## src/rtl/nmi_gate_pkg.sv

```systemverilog
package nmi_gate_pkg;
  localparam int DATA_W = 8;
  localparam int IDX_W  = DATA_W - 1;
  localparam int NUM_SRC = 4;

  // Source index order inside every source vector
  typedef enum int unsigned {
    SRC_PAR = 0,
    SRC_CHK = 1,
    SRC_TMO = 2,
    SRC_WDT = 3
  } nmi_src_e;

  // Sources subject to the global mask and to a software enable
  localparam logic [NUM_SRC-1:0] GATED_SRC = 4'b0011;

  // Bit positions decoded by software
  localparam int MASK_BIT     = 7;
  localparam int PB_TMR0_BIT  = 7;
  localparam int PB_PAR_EN    = 2;
  localparam int PB_CHK_EN    = 3;
  localparam int PB_PAR_LAT   = 7;
  localparam int PB_CHK_LAT   = 6;
  localparam int PB_RFSH_BIT  = 4;
  localparam int ARB_HOLD_BIT = 6;
endpackage

```

## src/rtl/nmi_io_regs.sv

```systemverilog
module nmi_io_regs
  import nmi_gate_pkg::*;
#(
  parameter int ADDR_W = 16,
  parameter logic [ADDR_W-1:0] MASK_ADDR  = 16'h0070,
  parameter logic [ADDR_W-1:0] PORTB_ADDR = 16'h0061,
  parameter logic [ADDR_W-1:0] ARB_ADDR   = 16'h0090
) (
  input  logic               clk,
  input  logic               rst_n,
  input  logic               io_wr,
  input  logic [ADDR_W-1:0]  io_addr,
  input  logic [DATA_W-1:0]  io_wdata,
  input  logic               refresh_req_i,
  output logic               mask_q,
  output logic [NUM_SRC-1:0] en_q,
  output logic [NUM_SRC-1:0] en_nxt,
  output logic               rfsh_tgl_q,
  output logic [IDX_W-1:0]   cmos_idx_o,
  output logic               tmr0_clr_o,
  output logic               arb_rel_o
);
  localparam logic [NUM_SRC-1:0] EN_RST = ~GATED_SRC;

  logic wr_mask, wr_pb, wr_arb;

  assign wr_mask = io_wr && (io_addr == MASK_ADDR);
  assign wr_pb   = io_wr && (io_addr == PORTB_ADDR);
  assign wr_arb  = io_wr && (io_addr == ARB_ADDR);

  assign arb_rel_o = wr_arb && !io_wdata[ARB_HOLD_BIT];

  // Next enable value, so a latch clears on the same edge as its enable
  always_comb begin
    en_nxt = en_q;
    if (wr_pb) begin
      en_nxt[SRC_PAR] = io_wdata[PB_PAR_EN];
      en_nxt[SRC_CHK] = io_wdata[PB_CHK_EN];
    end
    en_nxt = en_nxt | ~GATED_SRC;
  end

  always_ff @(posedge clk or negedge rst_n) begin
    if (!rst_n) begin
      mask_q     <= 1'b1;
      en_q       <= EN_RST;
      cmos_idx_o <= '0;
      tmr0_clr_o <= 1'b0;
      rfsh_tgl_q <= 1'b0;
    end else begin
      en_q       <= en_nxt;
      tmr0_clr_o <= wr_pb && io_wdata[PB_TMR0_BIT];
      if (wr_mask) begin
        mask_q     <= io_wdata[MASK_BIT];
        cmos_idx_o <= io_wdata[IDX_W-1:0];
      end
      if (refresh_req_i) rfsh_tgl_q <= ~rfsh_tgl_q;
    end
  end
endmodule

```

## src/rtl/nmi_src_latch.sv

```systemverilog
module nmi_src_latch (
  input  logic clk,
  input  logic rst_n,
  input  logic src_i,
  input  logic en_i,
  output logic lat_q
);
  always_ff @(posedge clk or negedge rst_n) begin
    if (!rst_n) lat_q <= 1'b0;
    else        lat_q <= en_i & (lat_q | src_i);
  end
endmodule

```

## src/rtl/nmi_arb_hold.sv

```systemverilog
module nmi_arb_hold (
  input  logic clk,
  input  logic rst_n,
  input  logic nmi_i,
  input  logic rel_i,
  output logic hold_q
);
  logic nmi_d_q;
  logic nmi_rise;

  assign nmi_rise = nmi_i && !nmi_d_q;

  always_ff @(posedge clk or negedge rst_n) begin
    if (!rst_n) begin
      nmi_d_q <= 1'b0;
      hold_q  <= 1'b0;
    end else begin
      nmi_d_q <= nmi_i;
      if (nmi_rise)   hold_q <= 1'b1;
      else if (rel_i) hold_q <= 1'b0;
    end
  end
endmodule

```

## src/rtl/nmi_gate_ctrl.sv

```systemverilog
module nmi_gate_ctrl
  import nmi_gate_pkg::*;
#(
  parameter int ADDR_W = 16,
  parameter logic [ADDR_W-1:0] MASK_ADDR  = 16'h0070,
  parameter logic [ADDR_W-1:0] PORTB_ADDR = 16'h0061,
  parameter logic [ADDR_W-1:0] ARB_ADDR   = 16'h0090
) (
  input  logic              clk,
  input  logic              rst_n,
  input  logic              io_wr,
  input  logic              io_rd,
  input  logic [ADDR_W-1:0] io_addr,
  input  logic [7:0]        io_wdata,
  output logic [7:0]        io_rdata,
  input  logic              par_err_i,
  input  logic              chan_chk_i,
  input  logic              chan_tmo_i,
  input  logic              wdt_tmo_i,
  input  logic              refresh_req_i,
  output logic              nmi_o,
  output logic              arb_hold_o,
  output logic [6:0]        cmos_idx_o,
  output logic              tmr0_clr_o
);
  logic               mask_q;
  logic [NUM_SRC-1:0] en_q, en_nxt;
  logic [NUM_SRC-1:0] src_vec, lat_q, qual;
  logic               rfsh_tgl_q;
  logic               arb_rel;

  nmi_io_regs #(
    .ADDR_W(ADDR_W), .MASK_ADDR(MASK_ADDR),
    .PORTB_ADDR(PORTB_ADDR), .ARB_ADDR(ARB_ADDR)
  ) u_regs (
    .clk(clk), .rst_n(rst_n), .io_wr(io_wr), .io_addr(io_addr),
    .io_wdata(io_wdata), .refresh_req_i(refresh_req_i),
    .mask_q(mask_q), .en_q(en_q), .en_nxt(en_nxt),
    .rfsh_tgl_q(rfsh_tgl_q), .cmos_idx_o(cmos_idx_o),
    .tmr0_clr_o(tmr0_clr_o), .arb_rel_o(arb_rel)
  );

  always_comb begin
    src_vec = '0;
    src_vec[SRC_PAR] = par_err_i;
    src_vec[SRC_CHK] = chan_chk_i;
    src_vec[SRC_TMO] = chan_tmo_i;
    src_vec[SRC_WDT] = wdt_tmo_i;
  end

  for (genvar g = 0; g < NUM_SRC; g++) begin : g_src
    nmi_src_latch u_lat (
      .clk(clk), .rst_n(rst_n), .src_i(src_vec[g]),
      .en_i(en_nxt[g]), .lat_q(lat_q[g])
    );
    if (GATED_SRC[g]) begin : g_masked
      assign qual[g] = lat_q[g] & ~mask_q;
    end else begin : g_open
      assign qual[g] = lat_q[g];
    end
  end

  assign nmi_o = |qual;

  nmi_arb_hold u_hold (
    .clk(clk), .rst_n(rst_n), .nmi_i(nmi_o),
    .rel_i(arb_rel), .hold_q(arb_hold_o)
  );

  always_comb begin
    io_rdata = '0;
    if (io_rd) begin
      if (io_addr == PORTB_ADDR) begin
        io_rdata[PB_PAR_LAT]  = lat_q[SRC_PAR];
        io_rdata[PB_CHK_LAT]  = lat_q[SRC_CHK];
        io_rdata[PB_RFSH_BIT] = rfsh_tgl_q;
        io_rdata[PB_PAR_EN]   = en_q[SRC_PAR];
        io_rdata[PB_CHK_EN]   = en_q[SRC_CHK];
      end else if (io_addr == ARB_ADDR) begin
        io_rdata[ARB_HOLD_BIT] = arb_hold_o;
      end
    end
  end
endmodule

```

## config.mk

```make
export PLATFORM = sky130hd
export DESIGN_NAME = nmi_gate_ctrl
export DESIGN_NICKNAME = d
export VERILOG_FILES = /design/src/rtl/nmi_gate_pkg.sv /design/src/rtl/nmi_io_regs.sv /design/src/rtl/nmi_src_latch.sv /design/src/rtl/nmi_arb_hold.sv /design/src/rtl/nmi_gate_ctrl.sv
export SDC_FILE = /design/constraint.sdc
export NUM_CORES = 1
export LEC_CHECK = 0
export ABC_CLOCK_PERIOD_IN_PS = 3100
export BUFFER_PORTS_ARGS = -buffer_cell sky130_fd_sc_hd__buf_2
export CORE_MARGIN = 3
export CORE_UTILIZATION = 45
export DETAILED_ROUTE_END_ITERATION = 12
export HOLD_SLACK_MARGIN = 0.06
export PLACE_DENSITY = 0.91
export SYNTH_ARGS = -nofsm -noshare
export SYNTH_HDL_FRONTEND = slang
export SYNTH_HIERARCHICAL = 1
export SYNTH_SLANG_ARGS = --single-unit
```

## constraint.sdc

```tcl
create_clock -name clk -period 3.1 [get_ports clk]
set_input_delay 0.93 -clock clk [delete_from_list [all_inputs] [get_ports clk]]
set_output_delay 0.93 -clock clk [all_outputs]
set_load 0.02 [all_outputs]
```

### After elaboration in Yosys (flattened, before gate mapping)

Cells that the tools add are included.

* register bits after elaboration: 18
* word-level logic and storage cells: 43
* input bits: 33
* output and inout port bits: 18

* eq/ne operators: 3
* reduce and logical (&&, ||, !) cells: 10
* mux-type cells: 9
* bitwise operators: 10

Operators with widths (number)
* 16-bit by 7-bit equality test with 1-bit output (second input constant): 2
* 16-bit by 8-bit equality test with 1-bit output (second input constant): 1
* 1-bit logical AND: 6
* 3-bit 2-to-1 mux: 2
* 1-bit 2-to-1 mux: 5
* 1-bit AND: 4
* 2-bit 2-to-1 mux: 2
* 1-bit bitwise OR: 4
* 4-bit OR reduction: 1
* 1-bit zero test: 2
* 1-bit inverter: 2
* 2-bit nonzero test: 1

### Longest topological paths before layout

Gate-level depths: netlist of the first run.

* depth after elaboration: 5
* depth in mapped cells: 5
* gate-level depth less buffers: 5

### Hierarchy

Netlist of the first run, hierarchy kept.

Modules (own cells, without submodules)
* nmi_io_regs: seq. area each 301.5 µm², instances 1, area each 624.3 µm², cells an instance 40
* nmi_gate_ctrl: seq. area each 0.0 µm², instances 1, area each 157.7 µm², cells an instance 21
* nmi_src_latch: seq. area each 25.0 µm², instances 4, area each 32.5 µm², cells an instance 2
* nmi_arb_hold: seq. area each 50.0 µm², instances 1, area each 70.1 µm², cells an instance 5

### Worst setup path after synthesis of the first run

No wires, ideal clock.

* kind: input -> output
* start point: input io_addr[10]
* end point: output io_rdata[6]
* data required time: 2.170 ns
* data arrival time: 1.738 ns
* setup slack: 0.432 ns
* stages: 3
* buffers on the path: 0
* path through: nor4_2 > nand3_1 > a21oi_1

* word-level cells in the longest chain between the ends: 4
* elaborated cells between the ends (all ways): 5
* classes of those cells: eq/ne (2); mux (3)

RTL lines
* start, declared: RTL line nmi_gate_ctrl.sv:13 `input logic [ADDR_W-1:0] io_addr,`
* 16-bit by 8-bit equality test with 1-bit output: RTL line nmi_gate_ctrl.sv:79 `end else if (io_addr == ARB_ADDR) begin`
* 1-bit 2-to-1 mux: RTL line nmi_gate_ctrl.sv:79
* 1-bit 2-to-1 mux *: RTL line nmi_gate_ctrl.sv:73 `if (io_addr == PORTB_ADDR) begin`
* 2-bit 2-to-1 mux *: RTL line nmi_gate_ctrl.sv:72 `if (io_rd) begin`
* end, declared: RTL line nmi_gate_ctrl.sv:15 `output logic [7:0] io_rdata,`

Every way passes the cells marked *; elsewhere a longest branch is shown, timed or not.

### Worst setup path in the final report of the first run

* start point: input io_addr[14]
* end point: output io_rdata[7]

* word-level cells in the longest chain between the ends: 3

RTL lines (RTL line)
* 16-bit by 7-bit equality test with 1-bit output: nmi_gate_ctrl.sv:73
* 1-bit 2-to-1 mux: nmi_gate_ctrl.sv:73
* 2-bit 2-to-1 mux: nmi_gate_ctrl.sv:72

Every way passes these cells.

==> results of run 1 <==
-- cell usage in the layout, fill, tap and decap left out, types with 2 or more instances in the layout --
master    instances
and3_1            4
dfrtp_1          17
nor4_2            3
clkbuf_4          3
mux2_2            2
nor4b_2           3
mux2_4            8
nand3_1           2
buf_2            47
conb_1            5
inv_1             2
o21a_1            4
nor2_1            2
-- power groups by stage --
stage / sequential, mW / combinational [mW] / clock [mW]
4_1_cts: 0.251 / 0.0561 / 0.119
2_1_floorplan: 0.253 / 0.0252 / 0
3_3_place_gp: 0.255 / 0.0521 / 0
3_5_place_dp: 0.255 / 0.0560 / 0
6_report: 0.250 / 0.0555 / 0.116
5_1_grt: 0.251 / 0.0609 / 0.130
-- layout make-up --
| cell class | count | area, um2 |
|---|---|---|
| timing repair buffer | 47 | 235 |
| tap | 27 | 33.8 |
| fill | 170 | 766 |
| multi-input combinational | 50 | 482 |
| sequential | 18 | 452 |
| clock buffer | 4 | 26.3 |
| inverter | 2 | 7.51 |
-- final timing paths --
kind / startpoint / endpoint / cells after the start
setup / recovery: io_addr[14] / io_rdata[7] / 5
max in group asynchronous: rst_n / u_regs/mask_q / 1
hold / removal: u_regs/rfsh_tgl_q / u_regs/rfsh_tgl_q / 1
min in group asynchronous: rst_n / u_hold/nmi_d_q / 1
setup reg to reg: g_src[1].u_lat/lat_q / u_hold/hold_q / 4
hold reg to reg: u_regs/rfsh_tgl_q / u_regs/rfsh_tgl_q / 1
-- stage by stage --
stage          util [%]  instance area (um2)  power (mW)
2_1_floorplan         -                  978       0.279
3_3_place_gp       60.4                 1210       0.307
3_5_place_dp       60.4                 1210       0.311
4_1_cts            61.8                 1240       0.426
5_1_grt            61.8                 1240       0.442
6_report           61.8                 1240       0.421
-- critical path: cells and delay by family --
family        cells  cell delay [ns]
buf+inv           2             0.27
simple gates      3             0.84
-- state kept, by name (all words and copies together) (netlist names) --
register	count
g_src.u_lat/lat_q	4
u_hold/hold_q	1
u_hold/nmi_d_q	1
u_regs/cmos_idx_o	7
u_regs/en_q	2
u_regs/mask_q	1
u_regs/rfsh_tgl_q	1
u_regs/tmr0_clr_o	1
-- metal layers --
metal	vias up	global-route usage, %	wire (um)	part of all wire, %
met5	-	0	0	0
met4	0	7.66	33	1.5
met3	4	4.56	187	8.3
met2	31	33.9	1200	53
met1	358	19.1	836	37
li1	355	-	-	-
==> run metrics, run 1 <==
status=complete, no violations; cts hold-fix bufs=0; post-cts resize count=0; maximum clock rate=between 0.3 and 0.4 GHz; initial antenna violation count=0; Post-Syn Area=967 um2; Max-Cap Viols=0; post-route insts no fill=roughly 150; vias in the first global route=between 800 and 900; synthesis-to-layout area growth=27.8%; RSZ-0062 raised after global routing=false; Slowest-stage cell, CP=nor4b_2; DRC=0; vias per cell=approximately 5; Final HPWL DP=1.91 mm; Sink Count=18; Horiz. Die Dim=52.4 um; crit path max fanout=4; H-tree depth=1; pwr dens=roughly 340 nW/um2; Ys Warns=6; placed cells=about 140; Worst-path clk slew=roughly 0.10 ns; worst hold path type=reg -> reg; worst hold margin=0.469 ns; Num CTS Buffers=3; GRT Total Usage=a little under a fifth; CTS tree=done; Cell Chain, Critical Path=buf_2 > nor4b_2 > and4_1 > and3_1 > buf_2; Initial Util=about half; CP max stage delay=0.35 ns; Port Buf Inserts=between 40 and 50; DR vias=between 700 and 800; clock latency on the worst-skew pair=0.28 ns; sequential share of power=about three fifths; diode count=0; crit share post-route=between 90% and 100%; CP required=2.17 ns; wire per inst=between 15 and 20 um; dpl ws=roughly 0.13 ns; Setup TNS Final=0 ns; post-synthesis cell count=72; Worst path most repeated cell=buf_2; Hold Vio Cnt, Final=0; Leak Pwr=between 0.6 and 0.7 nW; Slew Limit Fails=0; Pint=between 300 and 400 uW; DIE AREA=2740 um2; reg2reg setup slack=between 1.5 and 2 ns; Max VDD drop=around 0.00022 V; Critical Path Source Type=input pin; Sw Pwr=between 100 and 150 uW; Rows=16; ratio of cells with drive above 1 in the final layout=between 60% and 70%; Final Setup Violations=0; Switching Share=about a quarter; clock root cell=clkbuf_4; DR pass1 iterations=4; first-pass GRT wire length=approximately 3.6 mm; Core Area=about 2000 um2; io pins=51; post-CTS setup buffer count=0; clock power share=between 20% and 30%; min cycle time layout=about 3.0 ns; pin count of the biggest net entering global routing=19; skew final=0.00698 ns; post-route ant nets=0; Longest Clk Path Bufs=2; GRT overflow=0; gpl congestion=between 0.7 and 0.8; Worst Setup End Kind=output port; Syn Area/Cell=13.4 um2; detailed router's first-iteration violation count=9; CP Class=in -> out; height of the die=52.4 um; CP Data Arrival Time=between 2 and 2.5 ns; Final Net Count=roughly 160; WL final=about 2.3 mm; setup ws final=~0.12 ns; combinational fraction of design power=between 10% and 20%
(Power assumes the default switching activity.)
==> run 2, diff against run 1 <==
ABC_CLOCK_PERIOD_IN_PS = 3200   (was 3100)
CORE_UTILIZATION = 44   (was 45)
PLACE_DENSITY = 0.89   (was 0.91)
clock period = 3.2 ns   (was 3.1 ns; I/O delays follow)
==> run metrics, run 2 (synthesis gave the netlist of run 1 again) <==
post-CTS setup buffer count=0 (unchanged); Finished Core Util=61.1% (-0.61 points); Max VDD drop=0.000341 V (+56%); Pint=310 uW (-3.1%); pin count of the biggest net entering global routing=19 (unchanged); CP Data Arrival Time=2.04 ns (about the same); Horiz. Die Dim=52.9 um (+1.0%); detailed router's first-iteration violation count=13 (+4); post-cts resize count=0 (unchanged); DIE AREA=2800 um2 (+2.0%); H-tree depth=1 (unchanged); commonest non-fill, non-tap cells in the layout=47 x buf_2, 17 x dfrtp_1, 8 x mux2_4, 5 x conb_1; CP required=2.24 ns (+0.07 ns); ratio of cells with drive above 1 in the final layout=61.2% (unchanged); Slowest-stage cell, CP=nor4b_2; Port Buf Inserts=47 (unchanged); Num CTS Buffers=3 (unchanged); Hold Vio Cnt, Final=0 (unchanged); most common cell after layout, fill and taps aside=buf_2; Max-Cap Viols=0 (unchanged); Worst path most repeated cell=buf_2; Top Registers=u_regs/cmos_idx_o x7, g_src.u_lat/lat_q x4, u_regs/en_q x2; Biggest register=u_regs/cmos_idx_o; flip-flop count of the largest register after layout=7 (unchanged); height of the die=52.9 um (+1.0%); post-route ant nets=0 (unchanged); Worst Setup End Kind=output port; vias in the first global route=805 (+0.25%); vias per cell=5.13 (+1.5%); setup ws final=0.196 ns (+0.0741 ns); DR pass1 iterations=4 (unchanged); io pins=51 (unchanged); sequential share of power=59.5% (about the same); WL final=2.22 mm (-1.7%); clock root cell=clkbuf_4; wire per inst=15.0 um (-1.7%); CTS tree=done; skew final=0.00493 ns (-0.00206 ns); worst hold path type=reg -> reg; Core Area=2020 um2 (+1.0%); CP Class=in -> out; initial antenna violation count=0 (unchanged); Setup TNS Final=0 ns (unchanged); Final HPWL DP=1.83 mm (-3.8%); crit path max fanout=4 (unchanged); pwr dens=330 nW/um2 (-3.2%); Crit path max-delay family=simple AND/OR/NAND/NOR gates; Worst-path clk slew=0.10 ns (about the same); dpl ws=0.210 ns (+0.0838 ns); synthesis-to-layout area growth=27.8% (unchanged); gpl congestion=0.757 (+5.0%); clock power share=27.5% (about the same); status=complete, no violations; Leak Pwr=0.667 nW (unchanged); crit share post-route=93.9%; diode count=0 (unchanged); GRT Total Usage=17.6% (-0.64 points); maximum clock rate=0.333 GHz; Slew Limit Fails=0 (unchanged); Sw Pwr=98.4 uW (-3.3%); Initial Util=47.8% (-0.48 points); DRC=0 (unchanged); Switching Share=24.1% (-0.036 points); Longest Clk Path Bufs=2 (unchanged); DR vias=759 (+1.5%); GRT overflow=0 (unchanged); Critical Path Source Type=input pin; Sink Count=18 (unchanged); min cycle time layout=~3.0 ns; CP max stage delay=0.31 ns (-0.04 ns); WP buf/inv=2 (unchanged); cts hold-fix bufs=0 (unchanged); RSZ-0062 raised after global routing=false; Final Setup Violations=0 (unchanged); combinational fraction of design power=13.1% (about the same); Cell Chain, Critical Path=buf_2 > nor4b_2 > and4_1 > and3_1 > buf_2; first-pass GRT wire length=3.64 mm (+1.7%); Final Net Count=155 (unchanged); clock latency on the worst-skew pair=0.28 ns (about the same); Rows=16 (unchanged)
## run 2: cell counts in the layout (fill, tap and decap cells not counted)
Identical to the previous run, type by type.
## run 2: layout make-up
class,count,area [um2]
Inverter,2,7.51
Clock buffer,4,26.3
Timing Repair Buffer,47,235
Sequential cell,18,452
Tap cell,27,33.8
Fill cell,182,786
Multi-Input combinational cell,50,482
## run 2: worst paths after layout
kind | startpoint | to | slack [ns] | cells past startpoint
worst min-delay path | u_hold/nmi_d_q | u_hold/hold_q | 0.46 | 1
min in group asynchronous | rst_n | u_regs/tmr0_clr_o | 0.59 | 1
worst max-delay path | io_addr[14] | io_rdata[2] | 0.20 | 5
worst max register to register | g_src[1].u_lat/lat_q | u_hold/hold_q | 2.12 | 4
max in group asynchronous | rst_n | u_regs/mask_q | 2.28 | 1
worst min register to register | u_hold/nmi_d_q | u_hold/hold_q | 0.46 | 1
## run 2: per-stage QoR
step | instances | instance area (um2) | hold slack (ns) | total power [mW]
final | 148 | 1240 | 0.458 | 0.408
after global routing | 148 | 1240 | 0.451 | 0.434
after floorplan | 75 | 978 | 0.426 | 0.270
after CTS | 148 | 1240 | 0.452 | 0.414
after detailed placement | 144 | 1210 | 0.435 | 0.300
after global placement | 144 | 1210 | 0.431 | 0.297
## run 2: power groups by stage
stage	Sequential (mW)	Clock [mW]	Combinational (mW)
3_5_place_dp	0.247	0	0.0534
6_report	0.243	0.112	0.0534
5_1_grt	0.244	0.131	0.0592
3_3_place_gp	0.246	0	0.0510
4_1_cts	0.243	0.117	0.0538
2_1_floorplan	0.246	0	0.0244
## run 2: per-layer routing
| layer | vias up | track usage (%) | wire, um |
|---|---|---|---|
| met1 | 371 | 19.3 | 854 |
| met5 | - | 0 | 0 |
| met4 | 0 | 3.83 | 12 |
| met3 | 2 | 3.66 | 160 |
| li1 | 352 | - | - |
| met2 | 34 | 34.1 | 1190 |
==> run 3, diff against run 2 <==
ABC_CLOCK_PERIOD_IN_PS = 3500   (was 3200)
CORE_UTILIZATION = 45   (was 44)
PLACE_DENSITY = 0.91   (was 0.89)
SKIP_LAST_GASP = 1   (was default)
clock period = 3.5 ns   (was 3.2 ns; I/O delays follow)
==> run metrics, run 3 (synthesis gave the netlist of run 1 again) <==
worst hold path type=reg -> reg; DR vias=750 (-1.2%); clock root cell=clkbuf_4; flip-flop count of the largest register after layout=7 (unchanged); DIE AREA=2740 um2 (-2.0%); status=complete, no violations; RSZ-0062 raised after global routing=false; cell area after layout=1240 um2 (unchanged); Pint=283 uW (-8.5%); Leak Pwr=0.667 nW (unchanged); io pins=51 (unchanged); Worst-path clk slew=0.10 ns (about the same); crit share post-route=~90%; Max VDD drop=0.000201 V (-41%); wire per inst=15.5 um (+3.2%); hold path start=u_hold/nmi_d_q; Horiz. Die Dim=52.4 um (-0.99%); Final HPWL DP=1.92 mm (+4.5%); CTS tree=done; gpl congestion=0.721 (-4.8%); hold path endpoint=u_hold/hold_q; ratio of cells with drive above 1 in the final layout=61.2% (unchanged); post-CTS setup buffer count=0 (unchanged); Port Buf Inserts=47 (unchanged); Hold Vio Cnt, Final=0 (unchanged); first-pass GRT wire length=3.63 mm (-0.19%); diode count=0 (unchanged); Worst Setup End Kind=output port; DRC=0 (unchanged); RR Startpoint=g_src[1].u_lat/lat_q; Final Setup Violations=0 (unchanged); cts hold-fix bufs=0 (unchanged); Biggest register=u_regs/cmos_idx_o; reg2reg setup slack=2.40 ns (+0.28 ns); r2r worst-path depth=4 (unchanged); initial antenna violation count=0 (unchanged); CP Data Arrival Time=2.18 ns (+0.14 ns); worst hold path cell count=1 (unchanged); Final Net Count=155 (unchanged); clock latency on the worst-skew pair=0.29 ns (about the same); Slew Limit Fails=0 (unchanged); detailed router's first-iteration violation count=4 (-9); post-route ant nets=0 (unchanged); Sw Pwr=93.3 uW (-5.2%); Setup TNS Final=0 ns (unchanged); pwr dens=305 nW/um2 (-7.7%); Top Registers=u_regs/cmos_idx_o x7, g_src.u_lat/lat_q x4, u_regs/en_q x2; Tot Pwr=377 uW (-7.7%); Core Area=2000 um2 (-0.99%); Finished Core Util=61.8% (+0.61 points); Longest Clk Path Bufs=2 (unchanged); clock power share=28.0% (+0.5 points); skew final=0.00698 ns (+0.00206 ns); Critical Path Source Type=input pin; commonest non-fill, non-tap cells in the layout=47 x buf_2, 17 x dfrtp_1, 8 x mux2_4, 5 x conb_1; crit path max fanout=4 (unchanged); area post-placement=1210 um2 (unchanged); Rows=16 (unchanged); Max-Cap Viols=0 (unchanged); sequential share of power=58.9% (-0.6 points); height of the die=52.4 um (-0.99%); GRT overflow=0 (unchanged); combinational fraction of design power=13.1% (about the same); Sink Count=18 (unchanged); min cycle time layout=about 3.2 ns; CP required=2.45 ns (+0.21 ns); Num CTS Buffers=3 (unchanged); vias per cell=5.07 (-1.2%); WL final=2.29 mm (+3.2%); Critical R2R Capture=u_hold/hold_q; CP Class=in -> out; Switching Share=24.8% (+0.65 points); vias in the first global route=790 (-1.9%); GRT Total Usage=18.8% (+1.2 points); synthesis-to-layout area growth=27.8% (unchanged); worst hold margin=0.468 ns (+0.0104 ns); Initial Util=48.3% (+0.48 points); H-tree depth=1 (unchanged); most common cell after layout, fill and taps aside=buf_2; post-cts resize count=0 (unchanged); pin count of the biggest net entering global routing=19 (unchanged); maximum clock rate=around 0.31 GHz; DR pass1 iterations=4 (unchanged)
-- run 3: cell counts in the layout (fill, tap and decap cells not counted) --
No cell type changed its count.
-- run 3: worst max path at each step --
stage	cells past startpoint	from	slack, ns	to
after floorplan	3	io_addr[10]	0.59	io_rdata[6]
after global placement	5	io_addr[14]	0.41	io_rdata[7]
after detailed placement	5	io_addr[14]	0.29	io_rdata[4]
after CTS	5	io_addr[14]	0.27	io_rdata[4]
after global routing	5	io_addr[14]	0.21	io_rdata[4]
final	5	io_addr[14]	0.27	io_rdata[4]
-- run 3: critical path, cell delays in order --
cell,delay [ns]
buf_2,0.12
nor4b_2,0.36
and4_1,0.31
and3_1,0.18
buf_2,0.17
-- run 3: through the flow --
stage	setup slack, ns	instances
2_1_floorplan	0.592	75
3_3_place_gp	0.406	144
3_5_place_dp	0.288	144
4_1_cts	0.274	148
5_1_grt	0.209	148
6_report	0.267	148
-- run 3: per-layer routing --
| layer | wire length, um | track usage, % | part of all wire [%] |
|---|---|---|---|
| met2 | 1220 | 34.3 | 53 |
| met5 | 0 | 0 | 0 |
| met3 | 198 | 4.27 | 8.6 |
| met1 | 818 | 19.7 | 36 |
| met4 | 57 | 10.2 | 2.5 |
-- run 3: area by class of cell --
class                   count  area, um2
repair buffers             47        235
inverters                   2       7.51
fillers                   179        766
clock buffers               4       26.3
flip-flops and latches     18        452
multi-input cells          50        482
well taps                  27       33.8
-- run 3: power groups by stage --
stage	combinational, mW	sequential (mW)	clock, mW
after detailed placement	0.0498	0.226	0
final	0.0493	0.222	0.106
after floorplan	0.0223	0.224	0
after global routing	0.0543	0.223	0.118
after global placement	0.0462	0.226	0
after CTS	0.0499	0.222	0.110
